### src/rtl/ibc_pkg.sv
package ibc_pkg;
    typedef enum logic [1:0] {
        ST_IDLE     = 2'd0,
        ST_GC_WAIT  = 2'd1,
        ST_DIR_WAIT = 2'd2
    } seq_state_t;
endpackage

### src/rtl/ibc_seq.sv
module ibc_seq #(
    parameter int GC_DLY  = 1,
    parameter int DIR_DLY = 2
) (
    input  logic clk,
    input  logic rst,
    input  logic tick,
    input  logic ack_fall,
    input  logic addr_phase,
    input  logic own_match,
    input  logic gcall_det,
    input  logic rw_bit,
    output logic gc_set,
    output logic dir_set
);
    import ibc_pkg::*;

    localparam int TW = $clog2(DIR_DLY + 1);
    localparam logic [TW-1:0] GC_CMP  = TW'(GC_DLY);
    localparam logic [TW-1:0] DIR_CMP = TW'(DIR_DLY);

    seq_state_t st, nxt;
    logic [TW-1:0] cnt, cnt_d, cnt_inc;
    logic gc_q, rw_q;
    logic hit;

    assign hit     = addr_phase && (own_match || gcall_det);
    assign cnt_inc = cnt + 1'b1;

    // state register
    always_ff @(posedge clk) begin
        if (rst) begin
            st   <= ST_IDLE;
            cnt  <= '0;
            gc_q <= 1'b0;
            rw_q <= 1'b0;
        end else begin
            st  <= nxt;
            cnt <= cnt_d;
            if (ack_fall) begin
                gc_q <= gcall_det && addr_phase;
                rw_q <= rw_bit;
            end
        end
    end

    // next state
    always_comb begin
        nxt   = st;
        cnt_d = cnt;
        if (ack_fall) begin
            nxt   = hit ? ST_GC_WAIT : ST_IDLE;
            cnt_d = '0;
        end else if (tick) begin
            unique case (st)
                ST_IDLE:     nxt = ST_IDLE;
                ST_GC_WAIT: begin
                    cnt_d = cnt_inc;
                    if (cnt_inc == GC_CMP) nxt = ST_DIR_WAIT;
                end
                ST_DIR_WAIT: begin
                    cnt_d = cnt_inc;
                    if (cnt_inc == DIR_CMP) nxt = ST_IDLE;
                end
                default:     nxt = ST_IDLE;
            endcase
        end
    end

    // outputs
    always_comb begin
        gc_set  = 1'b0;
        dir_set = 1'b0;
        if (!ack_fall && tick) begin
            unique case (st)
                ST_GC_WAIT:  gc_set  = gc_q && (cnt_inc == GC_CMP);
                ST_DIR_WAIT: dir_set = rw_q && (cnt_inc == DIR_CMP);
                default: ;
            endcase
        end
    end
endmodule

### src/rtl/ibc_bitcnt.sv
module ibc_bitcnt #(
    parameter int CNT_W = 3
) (
    input  logic             clk,
    input  logic             rst,
    input  logic             bit_fall,
    input  logic             ack_fall,
    output logic [CNT_W-1:0] cnt
);
    always_ff @(posedge clk) begin
        if (rst || ack_fall) cnt <= '0;
        else if (bit_fall)   cnt <= cnt + 1'b1;
    end
endmodule

### src/rtl/ibc_flags.sv
module ibc_flags (
    input  logic clk,
    input  logic rst,
    input  logic ack_fall,
    input  logic addr_phase,
    input  logic own_match,
    input  logic gcall_det,
    input  logic ack_level,
    input  logic arb_lost,
    input  logic irq_ack,
    input  logic sw_wr,
    input  logic sw_release,
    input  logic sw_mst,
    input  logic sw_trx,
    input  logic sw_irq_clr,
    input  logic gc_set,
    input  logic dir_set,
    output logic pend_n,
    output logic irq,
    output logic mst,
    output logic trx,
    output logic gen_call,
    output logic addr_hit
);
    logic nak_drop;
    assign nak_drop = ack_fall && !addr_phase && !mst && trx && ack_level;

    always_ff @(posedge clk) begin
        if (rst) begin
            pend_n   <= 1'b1;
            irq      <= 1'b0;
            mst      <= 1'b0;
            trx      <= 1'b0;
            gen_call <= 1'b0;
            addr_hit <= 1'b0;
        end else begin
            if (ack_fall)                  pend_n <= 1'b0;
            else if (sw_wr && sw_release)  pend_n <= 1'b1;

            if (ack_fall)                  irq <= 1'b1;
            else if (irq_ack || sw_irq_clr) irq <= 1'b0;

            if (arb_lost)                  mst <= 1'b0;
            else if (sw_wr)                mst <= sw_mst;

            if (dir_set)                   trx <= 1'b1;
            else if (nak_drop)             trx <= 1'b0;
            else if (sw_wr)                trx <= sw_trx;

            if (ack_fall && addr_phase) begin
                addr_hit <= own_match || gcall_det;
                gen_call <= 1'b0;
            end else if (gc_set) begin
                gen_call <= 1'b1;
            end
        end
    end
endmodule

### src/rtl/i2c_bytedone_ctl.sv
module i2c_bytedone_ctl #(
    parameter int CNT_W   = 3,
    parameter int GC_DLY  = 1,
    parameter int DIR_DLY = 2
) (
    input  logic             clk,
    input  logic             rst,
    input  logic             tick,
    input  logic             bit_fall,
    input  logic             ack_fall,
    input  logic             addr_phase,
    input  logic             own_match,
    input  logic             gcall_det,
    input  logic             rw_bit,
    input  logic             ack_level,
    input  logic             arb_lost,
    input  logic             irq_ack,
    input  logic             sw_wr,
    input  logic             sw_release,
    input  logic             sw_mst,
    input  logic             sw_trx,
    input  logic             sw_irq_clr,
    output logic             pend_n,
    output logic             irq,
    output logic [CNT_W-1:0] bit_cnt,
    output logic             mst,
    output logic             trx,
    output logic             gen_call,
    output logic             addr_hit,
    output logic             scl_hold
);
    logic gc_set, dir_set;

    ibc_seq #(.GC_DLY(GC_DLY), .DIR_DLY(DIR_DLY)) u_seq (
        .clk(clk), .rst(rst), .tick(tick), .ack_fall(ack_fall),
        .addr_phase(addr_phase), .own_match(own_match), .gcall_det(gcall_det),
        .rw_bit(rw_bit), .gc_set(gc_set), .dir_set(dir_set)
    );

    ibc_bitcnt #(.CNT_W(CNT_W)) u_cnt (
        .clk(clk), .rst(rst), .bit_fall(bit_fall), .ack_fall(ack_fall), .cnt(bit_cnt)
    );

    ibc_flags u_flags (
        .clk(clk), .rst(rst), .ack_fall(ack_fall), .addr_phase(addr_phase),
        .own_match(own_match), .gcall_det(gcall_det), .ack_level(ack_level),
        .arb_lost(arb_lost), .irq_ack(irq_ack), .sw_wr(sw_wr),
        .sw_release(sw_release), .sw_mst(sw_mst), .sw_trx(sw_trx),
        .sw_irq_clr(sw_irq_clr), .gc_set(gc_set), .dir_set(dir_set),
        .pend_n(pend_n), .irq(irq), .mst(mst), .trx(trx),
        .gen_call(gen_call), .addr_hit(addr_hit)
    );

    assign scl_hold = !pend_n;
endmodule

### config.mk
export PLATFORM = sky130hd
export DESIGN_NAME = i2c_bytedone_ctl
export DESIGN_NICKNAME = d
export VERILOG_FILES = /design/src/rtl/ibc_pkg.sv /design/src/rtl/ibc_seq.sv /design/src/rtl/ibc_bitcnt.sv /design/src/rtl/ibc_flags.sv /design/src/rtl/i2c_bytedone_ctl.sv
export SDC_FILE = /design/constraint.sdc
export NUM_CORES = 1
export LEC_CHECK = 0
export BUFFER_PORTS_ARGS = -buffer_cell sky130_fd_sc_hd__buf_2
export CORE_MARGIN = 3
export CORE_UTILIZATION = 41
export CTS_CLUSTER_SIZE = 25
export DETAILED_ROUTE_END_ITERATION = 8
export PLACE_DENSITY = 0.67
export SLEW_MARGIN = 15
export SYNTH_ARGS = -nofsm -noshare
export SYNTH_HDL_FRONTEND = slang
export SYNTH_SLANG_ARGS = --single-unit
### constraint.sdc
create_clock -name clk -period 1.9 [get_ports clk]
set_input_delay 0.19 -clock clk [delete_from_list [all_inputs] [get_ports clk]]
set_output_delay 0.19 -clock clk [all_outputs]
set_load 0.05 [all_outputs]
---- Word-level counts from Yosys, hierarchy flattened ----
Cells that the tools add are included.
cells by class
  mux-type cells .......................... 17
  add/sub/neg operators ................... 2
  reductions and logical operators ........ 28
  eq/ne operators ......................... 6
operator list
  kind                                                   count
  2-to-1 mux 1 bit                                       12
  logical AND 1 bit                                      11
  2-to-1 mux 2 bit                                       4
  OR reduction 2 bit                                     4
  inequality test 3 x 2 -> 1 bit, second input constant  2
  nonzero test 2 bit                                     3
  equality test 2 x 1 -> 1 bit, second input constant    2
  equality test 2 bit, second input constant             2
  zero test 1 bit                                        4
  one-hot mux 2 bit (2 select lines)                     1
  adder 3 x 1 -> 3 bit, second input constant            1
  logical OR 1 bit                                       3
  AND reduction 3 bit                                    1
  nonzero test 3 bit                                     1
  adder 2 x 1 -> 2 bit, second input constant            1
  AND reduction 2 bit                                    1
word-level totals
  input bits .............................. 17
  output and inout bits ................... 10
  bits in registers ....................... 15
  word-level logic and storage cells ...... 64

---- Longest topological paths before layout ----
Gate-level depths: netlist (run 1).
  depth after elaboration ................. 7
  depth in mapped cells ................... 5
  depth with buffers taken out ............ 5

---- Hierarchy ----
A second synthesis (run 1) with hierarchy kept.
unflattened totals
  cells, all modules ...................... 73
  area, all modules ....................... 706.9 µm²
by module, submodules not included
  module            sequential area each (µm²)  instances  cells each  area each (µm²)
  ibc_seq           120.1                       1          39          332.8
  ibc_flags         120.1                       1          22          239.0
  ibc_bitcnt        60.1                        1          11          131.4
  i2c_bytedone_ctl  0.0                         1          1           3.8

---- Worst setup path after synthesis (run 1) ----
No wires, ideal clock.
  path type ............................... flip-flop to flip-flop
  start point ............................. register u_seq.cnt[0]
  end point ............................... register u_seq.st[0]
  clock period less this slack ............ 1244 ps
  stages on the path, launching flop included .. 6
  required time ........................... 1830 ps
  path buffers ............................ 0
  setup slack ............................. 656 ps
  data arrival time ....................... 1174 ps
  library setup time ...................... 70 ps
  cell sequence ........................... dfxtp_1 -> inv_1 -> ha_1 -> nand2b_1 -> a311o_1 -> a21oi_1
between the ends
  word-level cells in the longest chain between the ends .. 4
  elaborated cells on any way between the ends .. 6
  those cells by class .................... add/sub: 1; eq/ne: 4; reduce/logical: 1
ends and longest elaborated chain
  element                                                                     RTL line                      RTL
  from (decl)                                                                 ibc_seq.sv:23                 logic [TW-1:0] cnt, cnt_d, cnt_inc;
  from (signal assigned)                                                      ibc_seq.sv:39                 cnt <= cnt_d;
  adder 2 x 1 -> 2 bit (*)                                                    ibc_seq.sv:28                 assign cnt_inc = cnt + 1'b1;
  net u_seq.cnt_inc[0]                                                        ibc_seq.sv:23
  equality test 2 bit / equality test 2 x 1 -> 1 bit (equally long branches)  ibc_seq.sv:63, ibc_seq.sv:59
  inequality test 3 x 2 -> 1 bit (no line)                                    --
  AND reduction 3 bit (no line) (*)                                           --
  to (signal assigned)                                                        ibc_seq.sv:38                 st <= nxt;
  to (decl)                                                                   ibc_seq.sv:22                 seq_state_t st, nxt;
The timed path passes the listed nets; every way through them passes the cells marked *.
A chain may end at the register's enable or synchronous reset.

---- Worst setup path in the final report (run 1) ----
Ends and elaborated chain as after synthesis.

==> results.cfg, run 1 <==
[floorplanning]
die_width_microns = 47.1
row_count = 14
chipHeight_microns = 47.1
initial_core_util_pct = 44.9
core_area_sq_mm = 0.00154
die-area_sq_mm = 0.00222
num_io_pins = 27

[cells_and_area]
syn_to_final_growth_pct = 21.5
fin_util_pct = 54.5
final_cell_mix = buf_2, dfxtp_1, nor2_1
fin_cells = 116
finalNetCount = 123
drive_gt1_share_pct = 30.0
n_antenna_cell = 0
final_common_cell = buf_2

[clocking]
ctsHoldBuffers = 0
cts_buffers = 3
root_buffer = clkbuf_4
clk_pin_slew_ns = 0.08
h-tree-depth = 1
cts_buffer_depth = 2
clock-sinks = 15
post_cts_buffers = 0
clk_latency_ns = 0.27
cts_tree = done
ctsResizeCount = 0

[synth]
synth_top_area_share_pct = 43.4
synth_area_leader_cell = dfxtp_1
synth_seq_cells = 15
synth_fp_nets = 95
async_reset_ff_share_pct = 0
syn_area_per_cell_sq_um = 9.48
yosysWarnings = 0
ys.flop_type = dfxtp_1
ys_top_cells_by_area = dfxtp_1, ha_1, mux2i_1
netlist_area_sq_um = 692
ys_types = 26
synth_edf_count = 0
syn_inst = 73
ys_seq_area_share_pct = 43.4

[global_routing]
grt_pass1_vias = 447
grt_pass1_wl_microns = 1790
grt_antenna_before_repair = 0
grt_overflow = 0
grt_max_degree = 12
grt_usage_pct = 11.5

[place]
place_congestion = 0.729
port_buffers = 26
pre_cts_ws_ns = 0.588
dp_hpwl_microns = 1030
dpl.cell_count = 112

[worst_setup_path]
reg2reg_to = u_seq.st[0]$_SDFFE_PP0P_
path_class = reg -> reg
slowest_delay_ns = 0.37
r2r_cells = 5
cp-end-kind = register
crit_required_ns = 2.11
critPathMaxFanout = 3
arrival_ns = 1.55
cp-endpoint = u_seq.st[0]$_SDFFE_PP0P_
startpoint = u_seq.cnt[0]$_SDFFE_PP0P_
startpoint_type = register
rr_startpoint = u_seq.cnt[0]$_SDFFE_PP0P_
crit_chain = inv_1 > ha_1 > nand2b_1 > a311o_1 > a21oi_1
reg2reg_slack_ns = 0.56
crit_slowest_cell = dfxtp_1

[sta]
max_freq_ghz = 0.748
rsz0062_at_grt = false
slew_violations = 0
skew_ns = 0.00353
hold_violations = 0
timing.final.ws_setup_ns = 0.563
period_minus_slack_ns = 1.34
relSlewSlack_pct = 82.6
setup_tns_ns = 0
setup_viol = 0
worst_pin_slew_ns = 0.262
post-route-period-util_pct = 70.4

[status]
status = finished, final reports clean

[pwr]
design_power_total_mw = 0.612
power_density_mw_per_mm2 = 727
leakage_nw = 0.383
vdd_ir_drop_max_mv = 0.558

[drt]
via_count = 568
antenna_left = 0
drc = 0
viasPerCell = 4.90
dr.pass1.iters = 3
wl_per_cell_microns = 10.9
drt-initial-drc-count = 7
routed_wl_microns = 1270

[flow_run]
maxCapViolCount = 0

[worst_hold_path]
hp-class = in -> reg
## layer usage
layer  track usage, %  vias up  part of all wire [%]
met2             18.4        9                    51
met5                0        -                     0
met1             13.9      254                    44
li1                 -      305                     -
met4             1.66        0                     0
met3             6.13        0                   4.7
## registers in the layout, summed over array words and instances (netlist names)
name              flops
u_flags.addr_hit      1
u_flags.trx           1
u_flags.mst           1
u_flags.irq           1
u_seq.st              2
u_seq.gc_q            1
u_flags.pend_n        1
u_seq.rw_q            1
u_seq.cnt             2
u_flags.gen_call      1
u_cnt.cnt             3
## area by class of cell
type | count | area (sq um)
clock buffers | 4 | 26.3
fillers | 149 | 701
inverters | 7 | 26.3
multi-input cells | 48 | 338
flip-flops and latches | 15 | 300
well taps | 16 | 20.0
repair buffers | 26 | 130
## worst max-delay path: cells and delay by family (launching register included)
family	cells	cell delay, ns
AO/OA/AOI/OAI	2	0.47
adder cells (fa/ha/maj)	1	0.22
buffers and inverters	1	0.06
flip-flops	1	0.37
AND/OR/NAND/NOR	1	0.15
## Yosys cell counts, types with 2 or more instances
library cell,count
ha_1,5
nand2_1,3
buf_6,2
nand2b_1,3
inv_1,7
dfxtp_1,15
nor2_1,9
mux2i_1,4
xnor2_1,2
a21oi_1,7
## worst min-delay path by stage
stage | slack (ns) | to | start | cells after the start
floorplan | 0.27 | u_flags.mst$_SDFFE_PP0P_ | arb_lost | 1
global placement | 0.35 | u_flags.mst$_SDFFE_PP0P_ | arb_lost | 2
detailed placement | 0.37 | u_flags.mst$_SDFFE_PP0P_ | arb_lost | 2
CTS | 0.06 | u_flags.mst$_SDFFE_PP0P_ | arb_lost | 2
global route | 0.06 | u_flags.mst$_SDFFE_PP0P_ | arb_lost | 2
finish | 0.07 | u_flags.mst$_SDFFE_PP0P_ | arb_lost | 2
## kinds of logic after synthesis
| group | after synthesis | share of synthesized area, % |
|---|---|---|
| and+or+nand+nor | 21 | 14.5 |
| buffers and inverters | 10 | 7.78 |
| adders and majority gates | 5 | 9.04 |
| xor gates and xnor gates | 3 | 3.80 |
| DFF | 15 | 43.4 |
| AOI/OAI and AO/OA | 15 | 15.7 |
| muxes | 4 | 5.79 |
## power by group
part | leakage (nW) | internal (mW) | switching [mW] | total, mW
Combinational | 0.245 | 0.0377 | 0.0669 | 0.105
Clock | 0.0150 | 0.0813 | 0.0926 | 0.174
Sequential | 0.123 | 0.326 | 0.00701 | 0.333
Total | 0.383 | 0.445 | 0.166 | 0.612
## stage by stage
step / area (sq um) / hold slack (ns)
floorplan: 692 / 0.267
global placement: 815 / 0.354
detailed placement: 815 / 0.367
CTS: 841 / 0.0623
global route: 841 / 0.0598
finish: 841 / 0.0706
Power figures use the tool's default switching activity.
==> inputs of run 2 (changes only) <==
--- a/config.mk
+++ b/config.mk
@@ -10,7 +10,7 @@
 export CORE_UTILIZATION = 41
 export CTS_CLUSTER_SIZE = 25
 export DETAILED_ROUTE_END_ITERATION = 8
-export PLACE_DENSITY = 0.67
+export PLACE_DENSITY = 0.7
 export SLEW_MARGIN = 15
 export SYNTH_ARGS = -nofsm -noshare
 export SYNTH_HDL_FRONTEND = slang
==> constraint.sdc (replaced) <==
create_clock -name clk -period 1.1 [get_ports clk]
set_input_delay 0.11 -clock clk [delete_from_list [all_inputs] [get_ports clk]]
set_output_delay 0.11 -clock clk [all_outputs]
set_load 0.05 [all_outputs]
==> run 2 against run 1 <==
Against the previous run:
- worst setup slack lost 0.69 ns
- power grew 84%
- die area is the same
- final area grew 22%
- sequential power grew 74%
- utilization grew 12 points
- the flow now finishes with violations (setup timing)
- sequential cell count is the same
- combinational power grew 120%
- highest routed layer is now met4
- register-to-register slack lost 0.69 ns
==> results.cfg, run 2 (synthesis gave the netlist of run 1 again) <==
[worst_setup_path]
startpoint = u_seq.cnt[1]$_SDFFE_PP0P_
startpoint_type = register
crit_slowest_cell = a311o_1
rr_startpoint = u_seq.cnt[1]$_SDFFE_PP0P_
path_class = reg -> reg
cp.buffers_inverters = 1
arrival_ns = 1.45
critPathMaxFanout = 3
slowest_delay_ns = 0.35
crit_required_ns = 1.32
crit_chain = inv_2 > ha_4 > nand2b_4 > a311o_1 > a21oi_1
cp-end-kind = register
critPathTopFamily = compound AO/OA/AOI/OAI gates

[cells_and_area]
largest_register_ff_count = 3
regMostFlops = u_cnt.cnt
fin_cells = 127
reg_top3 = u_cnt.cnt (3), u_seq.cnt (2), u_seq.st (2)
drive_gt1_share_pct = 55.0
final_common_cell = buf_2
n_antenna_cell = 0
final_cell_mix = buf_2, nor2_1, buf_4
fin_util_pct = 66.4
finalNetCount = 134
syn_to_final_growth_pct = 47.9
design_area_sq_mm = 0.00102

[clocking]
h-tree-depth = 1
root_buffer = clkbuf_4
clk_pin_slew_ns = 0.09
cts_buffer_depth = 2
clk_latency_ns = 0.29
clock-sinks = 15
cts_buffers = 3
cts_tree = done

[drt]
dr.pass1.iters = 5
drc = 0
routed_wl_microns = 1670
antenna_left = 0
viasPerCell = 5.10
drt-initial-drc-count = 13
wl_per_cell_microns = 13.2
via_count = 648

[floorplanning]
die_width_microns = 47.1
chipHeight_microns = 47.1
core_area_sq_mm = 0.00154
die-area_sq_mm = 0.00222
initial_core_util_pct = 44.9
row_count = 14
num_io_pins = 27

[sta]
period_minus_slack_ns = 1.23
hold_violations = 0
skew_ns = 0.00446
holdWs_ns = 0.0516
post-route-period-util_pct = 112
max_freq_ghz = 0.812
worst_pin_slew_ns = 0.298
setup_viol = 4
relSlewSlack_pct = 80.1
timing.final.ws_setup_ns = -0.131
slew_violations = 0
rsz0062_at_grt = true

[pwr]
power_density_mw_per_mm2 = 1100
clock_power_share_pct = 28.5
vdd_ir_drop_max_mv = 0.818
seqPwrFrac_pct = 51.4
leakage_nw = 0.457
p_int_mw = 0.799
p_sw_share_pct = 28.9
pwr-share-comb_pct = 20.1
p_sw_mw = 0.325

[place]
placed_area_sq_um = 881
dpl.cell_count = 120
port_buffers = 26
place_congestion = 0.770
dp_hpwl_microns = 1120

[global_routing]
grt_usage_pct = 16.1
grt_max_degree = 12
grt_overflow = 0
grt_pass1_wl_microns = 2440
grt_pass1_vias = 582
grt_antenna_before_repair = 0

[status]
status = finished with violations
violations = setup timing

[flow_run]
maxCapViolCount = 0

[worst_hold_path]
hp-class = in -> reg
min_from = rw_bit
## run 2: final timing paths
kind | cells past startpoint | slack (ns) | endpoint
worst min-delay path | 3 | 0.05 | u_seq.rw_q$_SDFFE_PP0P_
worst min register to register | 2 | 0.49 | u_flags.addr_hit$_SDFFE_PP0P_
worst max-delay path | 5 | -0.13 | u_seq.st[0]$_SDFFE_PP0P_
worst max register to register | 5 | -0.13 | u_seq.st[0]$_SDFFE_PP0P_
## run 2: power groups by stage
stage / Sequential [mW] / Combinational [mW] / Clock, mW
after floorplan: 0.634 / 0.0825 / 0
after global placement: 0.589 / 0.195 / 0
after detailed placement: 0.590 / 0.198 / 0
after CTS: 0.578 / 0.219 / 0.331
after global routing: 0.580 / 0.244 / 0.347
final: 0.578 / 0.226 / 0.320
## run 2: metal layers
layer  track usage [%]  vias up  routed length [microns]
met5                 0        -                        0
met4              9.94        0                       65
met3              5.36       10                      111
met2              25.5       26                      844
met1              18.8      286                      650
li1                  -      326                        -
## run 2: cell type report
type	instances	area, sq um
Clock buffer	4	26.3
Fill cell	124	518
Inverter	7	26.3
Multi-Input combinational cell	48	419
Sequential cell	15	313
Tap cell	16	20.0
Timing Repair Buffer	37	219
## run 2: repair_timing
action	CTS	global route
pin swaps	6	2
gates resized for setup	16	5
buffers inserted	2	0
cloned	0	0
hold buffers	1	0
hold endpoints to repair	1	0
endpoints found under the setup margin	5	5
## run 2: worst min-delay path, stage by stage
cell     delay, ns
buf_2         0.08
a21oi_1       0.05
nor2_1        0.07
## run 2: metrics by stage
stage | worst slack (ns) | total power, mW | TNS, ns
final | -0.131 | 1.12 | -0.291
after global routing | -0.159 | 1.17 | -0.507
after CTS | -0.103 | 1.13 | -0.290
after detailed placement | -0.174 | 0.788 | -0.591
after global placement | -0.149 | 0.784 | -0.470
after floorplan | -0.115 | 0.717 | -0.218
==> inputs of run 3 (changes only) <==
--- a/config.mk
+++ b/config.mk
@@ -10,7 +10,7 @@
 export CORE_UTILIZATION = 41
 export CTS_CLUSTER_SIZE = 25
 export DETAILED_ROUTE_END_ITERATION = 8
-export PLACE_DENSITY = 0.7
+export PLACE_DENSITY = 0.67
 export SLEW_MARGIN = 15
 export SYNTH_ARGS = -nofsm -noshare
 export SYNTH_HDL_FRONTEND = slang
==> constraint.sdc (replaced) <==
create_clock -name clk -period 1.2 [get_ports clk]
set_input_delay 0.12 -clock clk [delete_from_list [all_inputs] [get_ports clk]]
set_output_delay 0.12 -clock clk [all_outputs]
set_load 0.05 [all_outputs]
==> run 3 against run 2 <==
Against the previous run:
- the flow still finishes with violations (setup timing)
- fmax increased by 0.44%
- worst setup slack improved by 0.11 ns
- cell count decreased by 3.1%
- non-clock buffer count decreased by 4
- via count decreased by 5.1%
- combinational power decreased by 15%
- clock skew decreased by 0.0015 ns
- power decreased by 11%
- sequential cell count unchanged
- sequential power decreased by 9.0%
- critical path depth unchanged
- sequential share of layout area increased by 2.1 points
- largest power group unchanged
==> results.cfg, run 3 (synthesis gave the netlist of run 1 again) <==
[sta]
relSlewSlack_pct = 81.5
hold_violations = 0
post-route-period-util_pct = 102
skew_ns = 0.00299
slew_violations = 0
worst_pin_slew_ns = 0.278
timing.final.ws_setup_ns = -0.0258
period_minus_slack_ns = 1.23
rsz0062_at_grt = true
setup_viol = 1
max_freq_ghz = 0.816

[floorplanning]
core_area_sq_mm = 0.00154
num_io_pins = 27
row_count = 14
chipHeight_microns = 47.1
initial_core_util_pct = 44.9
die_width_microns = 47.1
die-area_sq_mm = 0.00222

[place]
pre_cts_ws_ns = -0.0737
placed_area_sq_um = 848
dp_hpwl_microns = 1100
place_congestion = 0.781
port_buffers = 26

[cells_and_area]
reg_top3 = u_cnt.cnt (3), u_seq.cnt (2), u_seq.st (2)
regMostFlops = u_cnt.cnt
fin_util_pct = 62.2
drive_gt1_share_pct = 49.5
n_antenna_cell = 0
syn_to_final_growth_pct = 38.5
design_area_sq_um = 958
final_cell_mix = buf_2, nor2_1, dfxtp_1
final_common_cell = buf_2
finalNetCount = 130
largest_register_ff_count = 3

[clocking]
cts_buffers = 3
cts_buffer_depth = 2
root_buffer = clkbuf_4
clk_pin_slew_ns = 0.08
clock-sinks = 15
cts_tree = done
h-tree-depth = 1
clk_latency_ns = 0.28

[drt]
wl_per_cell_microns = 12.4
drt-initial-drc-count = 9
viasPerCell = 5.00
via_count = 615
antenna_left = 0
drc = 0
dr.pass1.iters = 4
routed_wl_microns = 1520

[worst_setup_path]
cp-end-kind = register
crit_required_ns = 1.41
critPathMaxFanout = 3
arrival_ns = 1.44
path_class = reg -> reg
startpoint_type = register

[global_routing]
use_met2_pct = 26.8
grt_antenna_before_repair = 0
grt_overflow = 0
grt_pass1_wl_microns = 2410
grt_usage_pct = 15.5
top_usage_layer = met2
use_met1_pct = 18.3
use_met3_pct = 5.75
grt_pass1_vias = 544
grt_max_degree = 12

[flow_run]
maxCapViolCount = 0

[status]
status = finished with violations
violations = setup timing

[pwr]
power_density_mw_per_mm2 = 1040
leakage_nw = 0.430
vdd_ir_drop_max_mv = 0.892

[worst_hold_path]
hp-class = in -> reg
run 3: cell count changes in the layout (fill, tap and decap cells not counted), moves of 2 or more:
cell     before  now
ha_4          4    2
dfxtp_1       7    9
dfxtp_2       7    4
ha_2          0    2
buf_4         9    6
run 3: per-layer routing:
layer | wire length (microns) | vias to the layer above
met3 | 64 | 2
met4 | 4 | 0
li1 | - | 315
met5 | 0 | -
met2 | 808 | 12
met1 | 644 | 286
run 3: per-stage QoR:
step                total power, mW  hold WS, ns  std cells  setup TNS, ns
floorplan                     0.656        0.197         73        -0.0149
global placement              0.711        0.283        116        -0.0752
detailed placement            0.714        0.289        116         -0.150
CTS                            1.01       0.0754        123        -0.0136
global route                   1.06       0.0953        123         -0.177
finish                        0.997       0.0822        123        -0.0258
run 3: power by group:
| group | total (mW) | internal (mW) | switching, mW |
|---|---|---|---|
| clock network | 0.280 | 0.129 | 0.151 |
| logic | 0.191 | 0.0764 | 0.114 |
| registers | 0.526 | 0.514 | 0.0123 |
run 3: worst max-delay path, stage by stage (launching register included):
cell      delay (ns)
dfxtp_4         0.38
inv_2           0.04
ha_2            0.18
nand2b_4        0.13
a311o_1         0.32
a21oi_2         0.11
run 3: what timing repair did:
action                     in CTS  in global routing
setup endpoints to repair       4                  4
pin swaps                       3                  1
resized for setup              14                  4
buffers inserted                2                  0
hold endpoints to repair        1                  0
hold buffers                    1                  0
run 3: worst paths after layout:
kind	from	endpoint	slack (ns)	cells past startpoint
worst max-delay path	u_seq.cnt[0]$_SDFFE_PP0P_	u_seq.st[0]$_SDFFE_PP0P_	-0.03	5
worst min-delay path	rw_bit	u_seq.rw_q$_SDFFE_PP0P_	0.08	3
worst max register to register	u_seq.cnt[0]$_SDFFE_PP0P_	u_seq.st[0]$_SDFFE_PP0P_	-0.03	5
worst min register to register	u_flags.addr_hit$_SDFFE_PP0P_	u_flags.addr_hit$_SDFFE_PP0P_	0.45	2
run 3: area by class of cell:
cell class | count | area [sq um]
sequential | 15 | 313
fill | 145 | 583
multi-input combinational | 48 | 388
tap | 16 | 20.0
timing repair buffer | 33 | 185
clock buffer | 4 | 26.3
inverter | 7 | 26.3
